## src/rtl/ct13_pkg.sv

```systemverilog
package ct13_pkg;
  localparam int BYTE_W = 8;

  typedef enum logic [1:0] {
    ADDR_LO  = 2'd0,
    ADDR_HI  = 2'd1,
    ADDR_CTL = 2'd2
  } reg_addr_e;

  // control byte bits 5..0; flag sits at bit 6
  typedef struct packed {
    logic ie;         // bit 5
    logic clk_sel;    // bit 4
    logic cnt_src;    // bit 3
    logic gate_pol;   // bit 2
    logic gate_mode;  // bit 1
    logic run;        // bit 0
  } ctrl_t;

  localparam int CTRL_W   = $bits(ctrl_t);
  localparam int FLAG_BIT = CTRL_W;
endpackage

```

## src/rtl/ct13_rst_sync.sv

```systemverilog
module ct13_rst_sync #(
  parameter int STAGES = 2
) (
  input  logic clk,
  input  logic arst_n,
  output logic rst_n_o
);
  logic [STAGES-1:0] sh_q;
  logic [STAGES-1:0] sh_d;

  always_comb begin
    sh_d = {sh_q[STAGES-2:0], 1'b1};
  end

  always_ff @(posedge clk or negedge arst_n) begin
    if (!arst_n) sh_q <= '0;
    else         sh_q <= sh_d;
  end

  assign rst_n_o = sh_q[STAGES-1];
endmodule

```

## src/rtl/ct13_input_cond.sv

```systemverilog
module ct13_input_cond #(
  parameter int STAGES = 2
) (
  input  logic clk,
  input  logic rst_n,
  input  logic cnt_pin,
  input  logic gate_pin,
  input  logic gate_pol,
  output logic fall_o,
  output logic gate_active_o
);
  logic [STAGES-1:0] cnt_sync_q, cnt_sync_d;
  logic [STAGES-1:0] gate_sync_q, gate_sync_d;
  logic              cnt_prev_q;

  always_comb begin
    cnt_sync_d  = {cnt_sync_q[STAGES-2:0], cnt_pin};
    gate_sync_d = {gate_sync_q[STAGES-2:0], gate_pin};
  end

  always_ff @(posedge clk or negedge rst_n) begin
    if (!rst_n) begin
      cnt_sync_q  <= '0;
      gate_sync_q <= '0;
      cnt_prev_q  <= 1'b0;
    end else begin
      cnt_sync_q  <= cnt_sync_d;
      gate_sync_q <= gate_sync_d;
      cnt_prev_q  <= cnt_sync_q[STAGES-1];
    end
  end

  assign fall_o        = cnt_prev_q & ~cnt_sync_q[STAGES-1];
  assign gate_active_o = (gate_sync_q[STAGES-1] == gate_pol);
endmodule

```

## src/rtl/ct13_count.sv

```systemverilog
module ct13_count #(
  parameter int CNT_W  = 13,
  parameter int LO_W   = 5,
  parameter int BYTE_W = 8
) (
  input  logic              clk,
  input  logic              rst_n,
  input  logic              wr_lo,
  input  logic              wr_hi,
  input  logic [BYTE_W-1:0] wr_data,
  input  logic              inc,
  output logic [CNT_W-1:0]  count,
  output logic              wrap_o
);
  localparam int HI_W = CNT_W - LO_W;

  logic [CNT_W-1:0] cnt_d;
  logic             cnt_en;
  logic             any_wr;

  assign any_wr = wr_lo | wr_hi;
  assign cnt_en = any_wr | inc;
  assign wrap_o = inc & ~any_wr & (&count);

  always_comb begin
    cnt_d = count;
    if (any_wr) begin
      if (wr_lo) cnt_d[LO_W-1:0]     = wr_data[LO_W-1:0];
      if (wr_hi) cnt_d[CNT_W-1:LO_W] = wr_data[HI_W-1:0];
    end else if (inc) begin
      cnt_d = count + 1'b1;
    end
  end

  always_ff @(posedge clk or negedge rst_n) begin
    if (!rst_n)      count <= '0;
    else if (cnt_en) count <= cnt_d;
  end
endmodule

```

## src/rtl/ct13_ctrl.sv

```systemverilog
module ct13_ctrl
  import ct13_pkg::*;
(
  input  logic              clk,
  input  logic              rst_n,
  input  logic              wr_ctl,
  input  logic [CTRL_W:0]   wr_bits,
  input  logic              irq_ack,
  input  logic              wrap,
  output ctrl_t             ctrl,
  output logic              flag
);
  ctrl_t ctrl_d;
  logic  flag_d;

  always_comb begin
    ctrl_d = wr_ctl ? ctrl_t'(wr_bits[CTRL_W-1:0]) : ctrl;
  end

  always_comb begin
    flag_d = flag;
    if (wrap)                                 flag_d = 1'b1;
    else if (irq_ack)                         flag_d = 1'b0;
    else if (wr_ctl && !wr_bits[FLAG_BIT])    flag_d = 1'b0;
  end

  always_ff @(posedge clk or negedge rst_n) begin
    if (!rst_n) begin
      ctrl <= '0;
      flag <= 1'b0;
    end else begin
      ctrl <= ctrl_d;
      flag <= flag_d;
    end
  end
endmodule

```

## src/rtl/ct13_timer.sv

```systemverilog
module ct13_timer
  import ct13_pkg::*;
#(
  parameter int CNT_W       = 13,
  parameter int LO_W        = 5,
  parameter int SYNC_STAGES = 2
) (
  input  logic              clk,
  input  logic              rst_n,
  input  logic              wr_en,
  input  logic [1:0]        addr,
  input  logic [BYTE_W-1:0] wr_data,
  output logic [BYTE_W-1:0] rd_data,
  input  logic              presc_tick,
  input  logic              ext_cnt,
  input  logic              ext_gate,
  input  logic              irq_ack,
  output logic              irq
);
  localparam int HI_W = CNT_W - LO_W;

  logic             rst_n_s;
  logic             fall;
  logic             gate_active;
  logic             tick;
  logic             inc;
  logic             wrap;
  logic             flag;
  logic [CNT_W-1:0] count;
  ctrl_t            ctrl;
  logic             wr_lo, wr_hi, wr_ctl;
  logic             unused_wr_msb;

  assign unused_wr_msb = wr_data[BYTE_W-1];

  ct13_rst_sync #(.STAGES(SYNC_STAGES)) u_rst (
    .clk(clk), .arst_n(rst_n), .rst_n_o(rst_n_s)
  );

  ct13_input_cond #(.STAGES(SYNC_STAGES)) u_in (
    .clk(clk), .rst_n(rst_n_s), .cnt_pin(ext_cnt), .gate_pin(ext_gate),
    .gate_pol(ctrl.gate_pol), .fall_o(fall), .gate_active_o(gate_active)
  );

  assign wr_lo  = wr_en && (addr == ADDR_LO);
  assign wr_hi  = wr_en && (addr == ADDR_HI);
  assign wr_ctl = wr_en && (addr == ADDR_CTL);

  always_comb begin
    if (ctrl.cnt_src)      tick = fall;
    else if (ctrl.clk_sel) tick = 1'b1;
    else                   tick = presc_tick;
  end

  assign inc = ctrl.run & (~ctrl.gate_mode | gate_active) & tick;

  ct13_count #(.CNT_W(CNT_W), .LO_W(LO_W), .BYTE_W(BYTE_W)) u_cnt (
    .clk(clk), .rst_n(rst_n_s), .wr_lo(wr_lo), .wr_hi(wr_hi),
    .wr_data(wr_data), .inc(inc), .count(count), .wrap_o(wrap)
  );

  ct13_ctrl u_ctl (
    .clk(clk), .rst_n(rst_n_s), .wr_ctl(wr_ctl),
    .wr_bits(wr_data[CTRL_W:0]), .irq_ack(irq_ack), .wrap(wrap),
    .ctrl(ctrl), .flag(flag)
  );

  always_comb begin
    rd_data = '0;
    unique case (addr)
      ADDR_LO:  rd_data[LO_W-1:0] = count[LO_W-1:0];
      ADDR_HI:  rd_data[HI_W-1:0] = count[CNT_W-1:LO_W];
      ADDR_CTL: rd_data[CTRL_W:0] = {flag, ctrl};
      default:  rd_data = '0;
    endcase
  end

  assign irq = flag & ctrl.ie;
endmodule

```

## config.mk

```make
export PLATFORM = sky130hd
export DESIGN_NAME = ct13_timer
export DESIGN_NICKNAME = d
export VERILOG_FILES = /design/src/rtl/ct13_pkg.sv /design/src/rtl/ct13_rst_sync.sv /design/src/rtl/ct13_input_cond.sv /design/src/rtl/ct13_count.sv /design/src/rtl/ct13_ctrl.sv /design/src/rtl/ct13_timer.sv
export SDC_FILE = /design/constraint.sdc
export NUM_CORES = 1
export LEC_CHECK = 0
export BUFFER_PORTS_ARGS = -buffer_cell sky130_fd_sc_hd__buf_4
export CORE_ASPECT_RATIO = 0.5
export CORE_MARGIN = 10
export CORE_UTILIZATION = 50
export DETAILED_ROUTE_END_ITERATION = 8
export PLACE_DENSITY = 0.72
export SETUP_SLACK_MARGIN = 0.15
export SYNTH_ARGS = -nofsm -noshare
export SYNTH_HDL_FRONTEND = slang
export SYNTH_SLANG_ARGS = --single-unit
```

## constraint.sdc

```tcl
create_clock -name clk -period 2.1 [get_ports clk]
set_input_delay 0.63 -clock clk [delete_from_list [all_inputs] [get_ports clk]]
set_output_delay 0.63 -clock clk [all_outputs]
set_load 0.005 [all_outputs]
```

# ---- After elaboration in Yosys (flattened, before gate mapping)
# Cells that the tools add are included.
# Widths: inputs -> output; s select.
dict set report op_classes {
  add_sub_neg 1
  n_eq_ne 5
  n_mux 12
  bitwise 12
  n_reduce_logical 11
}
# operator n
set ops {}
lappend ops {{$mux 13} 2}
lappend ops {{$pmux 5 s3} 1}
lappend ops {{$add 13x1->13 const B} 1}
lappend ops {{$reduce_and 13->1} 1}
lappend ops {{$mux 8} 1}
lappend ops {{$and 1x1->1} 6}
lappend ops {{$mux 1} 6}
lappend ops {{$reduce_and 3->1} 2}
lappend ops {{$mux 5} 1}
lappend ops {{$logic_and 1x1->1} 4}
lappend ops {{$ne 2x1->1 const B} 2}
lappend ops {{$pmux 2 s2} 1}
lappend ops {{$not 1->1} 3}
lappend ops {{$or 1x1->1} 3}
lappend ops {{$reduce_bool 3->1} 1}
lappend ops {{$eq 2x1->1 const B} 1}
lappend ops {{$eq 2x2->1 const B} 1}
lappend ops {{$logic_not 2->1} 1}
lappend ops {{$reduce_bool 2->1} 1}
lappend ops {{$eq 1x1->1} 1}
lappend ops {{$logic_not 1->1} 1}
dict set report totals {
  reg_bits 27
  output_inout_bits 9
}

# ---- Depth between registers and ports, before layout
# Gate-level depths: netlist (run 1).
dict set report logic_depth {
  depth_word 7
  depth_mapped 9
  mapped_depth_nobuf 7
}

# ---- Modules after synthesis
# A second synthesis (run 1) with hierarchy kept.
dict set report hier_totals {
  hier_cells 144
  area_unflattened_um2 1508.9
}
# module n_inst cells_each area_per_inst_um2
set by_module_without_submodules {}
lappend by_module_without_submodules {ct13_count 1 87 785.8}
lappend by_module_without_submodules {ct13_ctrl 1 17 297.8}
lappend by_module_without_submodules {ct13_timer 1 30 231.5}
lappend by_module_without_submodules {ct13_input_cond 1 7 140.1}
lappend by_module_without_submodules {ct13_rst_sync 1 3 53.8}

# ---- Worst setup path before layout (run 1)
# Ideal clock, no wire load.
dict set report synth_path {
  path_type {input to output}
  from {input addr[1]}
  to {output rd_data[1]}
  t_arrival_ns 1.437
  t_required_ns 1.470
  slack_ns 0.033
  path_stages 5
  n_path_buf 1
  path_cell_list {inv_1 -> ha_1 -> clkbuf_1 -> a222oi_1 -> nor2_1}
}
dict set report synth_via {
  elab_chain_len 2
}
# item line_no
set synth_rtl {}
lappend synth_rtl {{from (decl)} ct13_timer.sv:11} ;# input logic [1:0] addr,
lappend synth_rtl {{$eq 2x2->1 (tied with other cells)} ct13_timer.sv:70} ;# unique case (addr)
lappend synth_rtl {{$pmux 5 s3 (*)} ct13_timer.sv:70}
lappend synth_rtl {{to (decl)} ct13_timer.sv:13} ;# output logic [BYTE_W-1:0] rd_data,
# Mark *: on every way between the ends. The rest lies on a longest branch, timed or not.

# ---- Final worst setup path (run 1)
dict set report layout_path {
  from {input addr[0]}
  to {output rd_data[0]}
}
# The elaborated chain is that of the path after synthesis.

==> flow_summary.ini, run 1 <==
[worst_setup_path]
crit_required_ps = 1470
crit_arrival_ps = 1480
cp_top_family = compound AO/OA/AOI/OAI gates
cpPeakStageDelay_ps = 330
worst-r2r-setup-slack_ps = 330
path_buf_inv = 3
cp_max_fo = 6
cp-start-kind = input port
critical_path.cell_chain = buf_8, inv_6, ha_4, a222oi_1, nor2_1, buf_4
path_class = input port to output port
end_kind = output port
crit_path_top_delay_cell = a222oi_1

[placed_design]
dp.cells = 229
port_buffers = 25
gp_congestion = 0.8347
place_hpwl_microns = 2879

[hold_path]
worst_hold_path_type = input port to asynchronous set/reset pin

[layout]
layout.cells.non_filler = 235
num-nets-final = 218
final_cell_mix = buf_4 (33), dfrtp_1 (27), nand2_1 (19)
final_common_cell = buf_4
syn2layout_area_growth_pct = 27.74
drive_gt1_share_pct = 34.36
diodes = 0

[floorplan]
die_y_microns = 59.39
initial_core_util_pct = 52.10
rows = 14
die_w_microns = 98.78
dieArea_sq_um = 5866
coreArea_sq_um = 2978
io_pins = 26

[sta]
hold_violations = 0
finClkSkew_ps = 5.842
fin_crit_ps = 2109
timing.final.ws_setup_ps = -9.373
setup_viol = 3
rsz0062_at_grt = yes
finalMaxSlewViolations = 0
period_share_pct = 100.4
clock.fmax_ghz = 0.4741
final.setup.tns_ps = -18.19

[clock_network]
cts_tree = done
clk_latency_ps = 270
clk_path_buf_depth = 2
cts.sinks = 27
path_clk_slew_ps = 90
root_buffer = clkbuf_8
hold_buffers = 0
cts_max_level = 1
cts_buffers = 3

[route]
drc = 0
drt-total-wl_microns = 3765
drt_first_pass_iters = 4
post_drt_via_cell_ratio = 5.668
drt-initial-drc-count = 119
num_vias = 1332
wl_per_cell_microns = 16.02
antenna_left = 0

[synth]
ys_types = 39
synth_compound_area_share_pct = 24.68
async_flop_share_pct = 100.0
synthMuxAreaShare_pct = 5.645
synth-seq-cells = 27
synthAdderAreaFrac_pct = 4.032
post_synth.cell_area_avg_sq_um = 9.460
synthCells = 164
ys.flop_type = dfrtp_1
yosys.area_share.simple_pct = 17.42
synth.cell_area_sq_um = 1551
synth-warning-count = 0
synth_top_family_by_area = compound AO/OA/AOI/OAI gates
synth_xor_area_share_pct = 0.5645
synth_nets = 186
synth-edff-count = 0
ys_seq_area_share_pct = 43.55

[grt]
grt_pass1_vias = 1302
antenna_found_initial = 0
grt_overflow = 0
grt.total_usage_pct = 13.21
grt_pass1_wl_microns = 6417
grt_max_degree = 27

[power]
irDropWorstVdd_mv = 0.5528
p_leak_nw = 0.8740
powerDensity_nw_per_um2 = 915.0

[run]
drv_cap = 0

[status]
violations = negative setup slack
status = complete, but fails checks
==> per-stage QoR <==
| stage | area (sq um) | hold WS [ps] | total power [mW] | util, % | setup slack [ps] |
|---|---|---|---|---|---|
| floorplan | 1619 | 320.6 | 1.278 | - | 124.5 |
| global placement | 1869 | 233.3 | 1.484 | 62.77 | -96.15 |
| detailed placement | 1869 | 229.6 | 1.500 | 62.77 | -140.2 |
| CTS | 1979 | 105.6 | 1.815 | 66.47 | -23.55 |
| global route | 1982 | 98.56 | 1.961 | 66.55 | -73.73 |
| finish | 1982 | 116.3 | 1.813 | 66.55 | -9.373 |
==> layer usage <==
layer	GRT usage [%]	up-vias	routed length, microns
met5	0	-	0
met4	2.231	0	7
met3	3.958	2	266
met2	20.76	41	1720
met1	17.75	633	1771
li1	-	656	-
==> power breakdown <==
part	leakage (nW)	internal, mW	total [mW]	switching, mW
sequential	0.308	0.663	0.861	0.199
clock	0.0217	0.135	0.293	0.158
combinational	0.545	0.331	0.659	0.329
==> sequential cells by signal, summed over array words and instances, names as in the netlist <==
signal            flops
u_cnt.count          13
u_ctl.ctrl            6
u_ctl.flag            1
u_in.cnt_prev_q       1
u_in.cnt_sync_q       2
u_in.gate_sync_q      2
u_rst.sh_q            2
==> what timing repair did <==
| item | 4_1_cts | 5_1_grt |
|---|---|---|
| gates resized for setup | 10 | 1 |
| pin swaps | 8 | 2 |
| setup endpoints to repair | 8 | 8 |
| buffers inserted | 2 | 0 |
==> cell families (layout without fill, tap and decap cells) <==
logic type               Yosys count  count (layout)
other                              1               1
AO/OA/AOI/OAI                     52              52
multiplexers                       8               8
flip-flops                        27              27
buffers and inverters             13              44
AND/OR/NAND/NOR                   57              57
adder cells (fa/ha/maj)            5               5
XOR/XNOR                           1               1
==> cell usage after synthesis, types with 2 or more instances <==
cell type / count / share of area (%)
a21oi_2: 6 / 3.4
mux2i_1: 2 / 1.3
and3_1: 2 / 0.81
a222oi_1: 5 / 3.2
ha_1: 5 / 4.0
o21ai_4: 2 / 2.1
nor2_1: 11 / 2.7
nand2_1: 19 / 4.6
nand4_1: 2 / 0.81
inv_1: 3 / 0.73
buf_2: 3 / 0.97
nand3_1: 12 / 3.9
clkbuf_1: 6 / 1.5
dfrtp_1: 27 / 44
and2_1: 4 / 1.6
a21oi_1: 12 / 3.9
nor2b_1: 3 / 1.2
o21ai_0: 11 / 3.5
mux2_2: 6 / 4.4
a21o_1: 2 / 0.97
a22oi_1: 2 / 0.97
o31ai_1: 2 / 0.97
==> final timing paths <==
kind,from,depth (start not counted),end
setup / recovery,addr[0],6,rd_data[0]
hold / removal,rst_n,1,u_rst.sh_q[1]
setup reg to reg,u_ctl.ctrl[2],6,u_cnt.count[5]
hold reg to reg,u_rst.sh_q[1],1,u_ctl.ctrl[3]
max in group asynchronous,u_rst.sh_q[1],1,u_cnt.count[10]
min in group clk,u_in.gate_sync_q[0],0,u_in.gate_sync_q[1]
==> area by class of cell <==
| class | count | area (sq um) |
|---|---|---|
| Tap cell | 40 | 50.05 |
| Clock inverter | 1 | 7.507 |
| Timing Repair Buffer | 37 | 314.1 |
| Clock buffer | 3 | 41.29 |
| Inverter | 3 | 23.77 |
| Sequential cell | 27 | 675.6 |
| Fill cell | 238 | 996.0 |
| Multi-Input combinational cell | 124 | 869.6 |
No activity file was read; power rests on OpenSTA's default activity.
==> inputs of run 2 (changes only) <==
--- a/config.mk
+++ b/config.mk
@@ -8,9 +8,9 @@
 export BUFFER_PORTS_ARGS = -buffer_cell sky130_fd_sc_hd__buf_4
 export CORE_ASPECT_RATIO = 0.5
 export CORE_MARGIN = 10
-export CORE_UTILIZATION = 50
+export CORE_UTILIZATION = 55
 export DETAILED_ROUTE_END_ITERATION = 8
-export PLACE_DENSITY = 0.72
+export PLACE_DENSITY = 0.78
 export SETUP_SLACK_MARGIN = 0.15
 export SYNTH_ARGS = -nofsm -noshare
 export SYNTH_HDL_FRONTEND = slang
==> run 2 against run 1 <==
Effect of this change:
- the run still ends with negative setup slack left
- clock skew down 1.4 ps
- non-clock buffer count down 1
- critical endpoint unchanged
- global-route usage up 1.5 points
- via count up 6.2%
- sequential power up 0.7%
- largest power group unchanged
- largest cell class unchanged
- first-iteration DRC count up 87%
==> flow_summary.ini, run 2 (synthesized netlist as in run 1, its figures left out) <==
[layout]
final_cell_mix = buf_4 (29), dfrtp_1 (27), nand2_1 (19)
drive_gt1_share_pct = 34.54
num-nets-final = 217
n_fill_cell = 190
syn2layout_area_growth_pct = 28.87
final_common_cell = buf_4
largest_reg_flops = 13
regMostFlops = u_cnt.count
diodes = 0
reg_top3 = u_cnt.count: 13 flops, u_ctl.ctrl: 6 flops

[floorplan]
rows = 13
coreArea_sq_um = 2651
die_y_microns = 57.56
io_pins = 26
die_w_microns = 95.11
dieArea_sq_um = 5474
initial_core_util_pct = 58.52

[clock_network]
clk_latency_ps = 280
clk_path_buf_depth = 2
root_buffer = clkbuf_8
cts.sinks = 27
cts_max_level = 1
hold_buffers = 0
cts_buffers = 3
cts_tree = done
path_clk_slew_ps = 90

[sta]
finalMaxSlewViolations = 0
finClkSkew_ps = 4.424
final.setup.tns_ps = -6.610
setup_viol = 1
timing.final.ws_setup_ps = -6.610
rsz0062_at_grt = yes
hold_violations = 0
holdWs_ps = 112.6
fin_crit_ps = 2107
clock.fmax_ghz = 0.4747
period_share_pct = 100.3

[route]
drt-initial-drc-count = 223
post_drt_via_cell_ratio = 6.121
drt_first_pass_iters = 7
num_vias = 1414
antenna_left = 0
drc = 0
drt-total-wl_microns = 3947
wl_per_cell_microns = 17.09

[placed_design]
port_buffers = 25
place_hpwl_microns = 2946
gp_congestion = 0.8938

[worst_setup_path]
cp_top_family = compound AO/OA/AOI/OAI gates
cpPeakStageDelay_ps = 340
end_kind = output port
r2r-start = u_ctl.ctrl[2]
path_class = input port to output port
r2r_cells = 6
crit_path_top_delay_cell = a222oi_1
reg2reg_to = u_cnt.count[6]
critical_path.cell_chain = buf_12, inv_8, ha_4, a222oi_1, nor2_1, buf_4
cp_max_fo = 6
cp-start-kind = input port
crit_arrival_ps = 1480
path_buf_inv = 3
worst-r2r-setup-slack_ps = 380
crit_required_ps = 1470

[power]
p_sw_uw = 705.9
seqPwrFrac_pct = 47.1
powerDensity_nw_per_um2 = 921.7
p_leak_nw = 0.8779
pwr-share-clk_pct = 16.5
p_int_mw = 1.137
irDropWorstVdd_mv = 0.5771
comb_power_share_pct = 36.5
netSwitchingFraction_pct = 38.30
power_mw = 1.843

[grt]
grt.total_usage_pct = 14.70
grt_pass1_wl_microns = 6458
grt_overflow = 0
grt_max_degree = 27
grt_pass1_vias = 1320
antenna_found_initial = 0

[hold_path]
worst_hold_path_type = input port to asynchronous set/reset pin

[status]
status = complete, but fails checks
violations = negative setup slack

[run]
drv_cap = 0
## run 2: area by class of cell
class | instances | area, sq um | area share [%]
inverter | 3 | 26.28 | 1.314
multi-input combinational | 124 | 870.8 | 43.55
clock buffer | 3 | 41.29 | 2.065
clock inverter | 1 | 7.507 | 0.3755
tap | 37 | 46.29 | 2.315
sequential | 27 | 675.6 | 33.79
timing repair buffer | 36 | 331.6 | 16.58
## run 2: worst max path at each step
stage                     startpoint          to  cells after the start
after floorplan              addr[1]  rd_data[1]                      5
after global placement       addr[0]  rd_data[4]                      6
after detailed placement     addr[1]  rd_data[3]                      6
after CTS                    addr[0]  rd_data[3]                      6
after global routing         addr[0]  rd_data[3]                      6
final                        addr[0]  rd_data[0]                      6
## run 2: what timing repair did
item                                    CTS  global route
pin swaps                                 8             2
gates resized for setup                  12             4
setup buffers                             1             1
endpoints found under the setup margin    8             9
## run 2: metrics by stage
stage | cells | utilization, % | setup WS, ps | instance area (sq um)
after floorplan | 164 | - | 124.5 | 1619
after global placement | 225 | 70.55 | -97.22 | 1871
after detailed placement | 225 | 70.55 | -124.4 | 1871
after CTS | 230 | 74.71 | 5.876 | 1981
after global routing | 231 | 75.41 | -58.35 | 1999
final | 231 | 75.41 | -6.610 | 1999
## run 2: per-layer routing
| layer | wire length, microns | vias up | track usage, % |
|---|---|---|---|
| li1 | - | 654 | - |
| met1 | 1735 | 688 | 19.04 |
| met2 | 1839 | 67 | 23.48 |
| met3 | 348 | 5 | 4.563 |
| met4 | 24 | 0 | 3.178 |
| met5 | 0 | - | 0 |
## run 2: power groups by stage
| stage | sequential [mW] | clock, mW | combinational (mW) |
|---|---|---|---|
| 2_1_floorplan | 0.794 | 0 | 0.483 |
| 4_1_cts | 0.858 | 0.311 | 0.663 |
| 3_3_place_gp | 0.859 | 0 | 0.622 |
| 6_report | 0.867 | 0.303 | 0.672 |
| 5_1_grt | 0.893 | 0.327 | 0.747 |
| 3_5_place_dp | 0.865 | 0 | 0.647 |
==> inputs of run 3 (changes only) <==
--- a/config.mk
+++ b/config.mk
@@ -5,12 +5,15 @@
 export SDC_FILE = /design/constraint.sdc
 export NUM_CORES = 1
 export LEC_CHECK = 0
+export ABC_AREA = 1
 export BUFFER_PORTS_ARGS = -buffer_cell sky130_fd_sc_hd__buf_4
 export CORE_ASPECT_RATIO = 0.5
 export CORE_MARGIN = 10
-export CORE_UTILIZATION = 55
+export CORE_UTILIZATION = 56
 export DETAILED_ROUTE_END_ITERATION = 8
-export PLACE_DENSITY = 0.78
+export GPL_TIMING_DRIVEN = 0
+export PLACE_DENSITY = 0.79
+export RECOVER_POWER = 50
 export SETUP_SLACK_MARGIN = 0.15
 export SYNTH_ARGS = -nofsm -noshare
 export SYNTH_HDL_FRONTEND = slang
==> run 3 against run 2 <==
Effect of this change:
- the flow now finishes without violations
- sequential power up 3.1%
- cell area is 12% higher
- die area rose by 5.5%
- total power rose by 3.6%
- core utilization decreased by 0.096 points
- combinational power grew 2%
- via count grew 19%
- sequential share of layout area fell by 3.5 points
==> flow_summary.ini, run 3 <==
[power]
pwr-share-clk_pct = 17.1
irDropWorstVdd_mv = 0.6428
powerDensity_nw_per_um2 = 856.5
seqPwrFrac_pct = 46.8
comb_power_share_pct = 36.0
p_int_mw = 1.110
p_sw_uw = 799.8
p_leak_nw = 1.198
netSwitchingFraction_pct = 41.88

[sta]
final.setup.tns_ps = 0
setup_viol = 0
rsz0062_at_grt = yes
holdWs_ps = 102.5
timing.final.ws_setup_ps = 63.30
fin_crit_ps = 2037
finClkSkew_ps = 3.815
worst_slew_pin_slew_ps = 1044
period_share_pct = 96.99
finalMaxSlewViolations = 0
slew-limit-headroom_pct = 30.40
hold_violations = 0
clock.fmax_ghz = 0.4910

[clock_network]
cts_tree = done
clk_latency_ps = 290
cts_buffers = 3
path_clk_slew_ps = 100
clk_path_buf_depth = 2
root_buffer = clkbuf_8
cts.sinks = 27
cts_max_level = 1

[synth]
ys.flop_type = dfrtp_1
synth-edff-count = 0
post_synth.cell_area_avg_sq_um = 6.889
async_flop_share_pct = 100.0
yosys.area.top_type = dfrtp_1
ys_types = 24
synth.cell_area_sq_um = 1702
synth_top_area_share_pct = 39.71
synth_nets = 269
synth-warning-count = 0
ys_seq_area_share_pct = 39.71
synth.area.top_cells = dfrtp_1 (40%), nand2_1 (23%), inv_1 (6.8%)
synthCells = 247
synth_most_common_cell = nand2_1
synth-seq-cells = 27
yosys-top-cells-count = nand2_1 (106), inv_1 (31), dfrtp_1 (27), nand3_1 (22), o21ai_0 (11)

[layout]
final_cell_mix = nand2_1 (89), dfrtp_1 (27), inv_1 (24)
drive_gt1_share_pct = 30.00
final_common_cell = nand2_1
largest_reg_flops = 13
regMostFlops = u_cnt.count
diodes = 0
syn2layout_area_growth_pct = 31.03
num-nets-final = 303
reg_top3 = u_cnt.count: 13 flops, u_ctl.ctrl: 6 flops
n_fill_cell = 231

[worst_setup_path]
crit_path_start = addr[1]
path_class = input port to output port
crit_required_ps = 1470
r2r-start = u_cnt.count[1]
end_kind = output port
r2r_cells = 9
cp-start-kind = input port
worst-r2r-setup-slack_ps = 640
cp_max_fo = 4
crit_arrival_ps = 1410
reg2reg_to = u_cnt.count[10]

[status]
status = finished, final reports clean

[route]
num_vias = 1682
drt-initial-drc-count = 229
post_drt_via_cell_ratio = 5.256
drt-total-wl_microns = 4646
drc = 0
antenna_left = 0
drt_first_pass_iters = 4
wl_per_cell_microns = 14.52

[floorplan]
io_pins = 26
die_w_microns = 97.96
initial_core_util_pct = 57.48
rows = 14
coreArea_sq_um = 2960
die_y_microns = 58.98
dieArea_sq_um = 5777

[placed_design]
port_buffers = 25
dp_slack_ps = -43.04
place_hpwl_microns = 3216
gp_congestion = 0.9154

[grt]
antenna_found_initial = 0
use_met3_pct = 3.958
grt_pass1_wl_microns = 7797
grt_overflow = 0
grt.total_usage_pct = 16.57
gr-usage-met1_pct = 21.10
grt_pass1_vias = 1683
met2_usage_pct = 27.57
busiest_layer = met2
grt_max_degree = 26

[hold_path]
worst_hold_path_type = input port to asynchronous set/reset pin

[run]
drv_cap = 0
==> run 3: repair_timing <==
item	4_1_cts	5_1_grt
hold buffers	0	0
pin swaps	8	4
setup endpoints to repair	8	8
cloned	1	0
hold endpoints to repair	0	0
setup buffers	2	1
resized for setup	44	21
==> run 3: power by group through the flow <==
stage,registers [mW],logic [mW],clock network [mW]
after floorplan,0.807,0.452,0
after global placement,0.864,0.579,0
after detailed placement,0.864,0.600,0
after CTS,0.868,0.656,0.337
after global routing,0.914,0.791,0.359
final,0.894,0.688,0.327
==> run 3: logic make-up after synthesis <==
group / share of synthesized area [%]
simple gates: 39.41
buf+inv: 10.37
flops: 39.71
compound gates: 5.588
fa+ha+maj: 3.676
xor+xnor: 1.030
other cells: 0.2204
==> run 3: per-stage QoR <==
| step | cell area [sq um] | power, mW | instances | util (%) |
|---|---|---|---|---|
| 4_1_cts | 2165 | 1.862 | 319 | 73.12 |
| 2_1_floorplan | 1702 | 1.259 | 247 | - |
| 3_5_place_dp | 1939 | 1.464 | 312 | 65.51 |
| 5_1_grt | 2230 | 2.064 | 320 | 75.32 |
| 3_3_place_gp | 1939 | 1.442 | 312 | 65.51 |
| 6_report | 2230 | 1.910 | 320 | 75.32 |
==> run 3: worst max-delay path: stages <==
cell,delay [ps]
buf_8,110
inv_6,60
ha_4,140
buf_6,120
nand2_4,50
a21oi_2,160
buf_4,130
==> run 3: worst max path at each step <==
stage | slack [ps] | cells past startpoint | end
after floorplan | 280 | 7 | rd_data[1]
after global placement | -4 | 9 | rd_data[1]
after detailed placement | -40 | 8 | rd_data[1]
after CTS | 80 | 9 | rd_data[0]
after global routing | 40 | 9 | rd_data[0]
final | 60 | 7 | rd_data[5]
==> run 3: layout make-up <==
| cell class | instances | area, sq um | share of cell area (%) |
|---|---|---|---|
| Buffer | 5 | 63.81 | 2.862 |
| Multi-Input combinational cell | 182 | 987.2 | 44.28 |
| Sequential cell | 27 | 675.6 | 30.30 |
| Tap cell | 40 | 50.05 | 2.245 |
| Inverter | 33 | 138.9 | 6.229 |
| Timing Repair Buffer | 29 | 264.0 | 11.84 |
| Clock buffer | 3 | 41.29 | 1.852 |
| Clock inverter | 1 | 8.758 | 0.3928 |
==> run 3: per-layer routing <==
layer	vias to the layer above	share of wire [%]
met2	54	48
met3	4	5.9
li1	829	-
met5	-	0
met4	0	0.95
met1	795	45
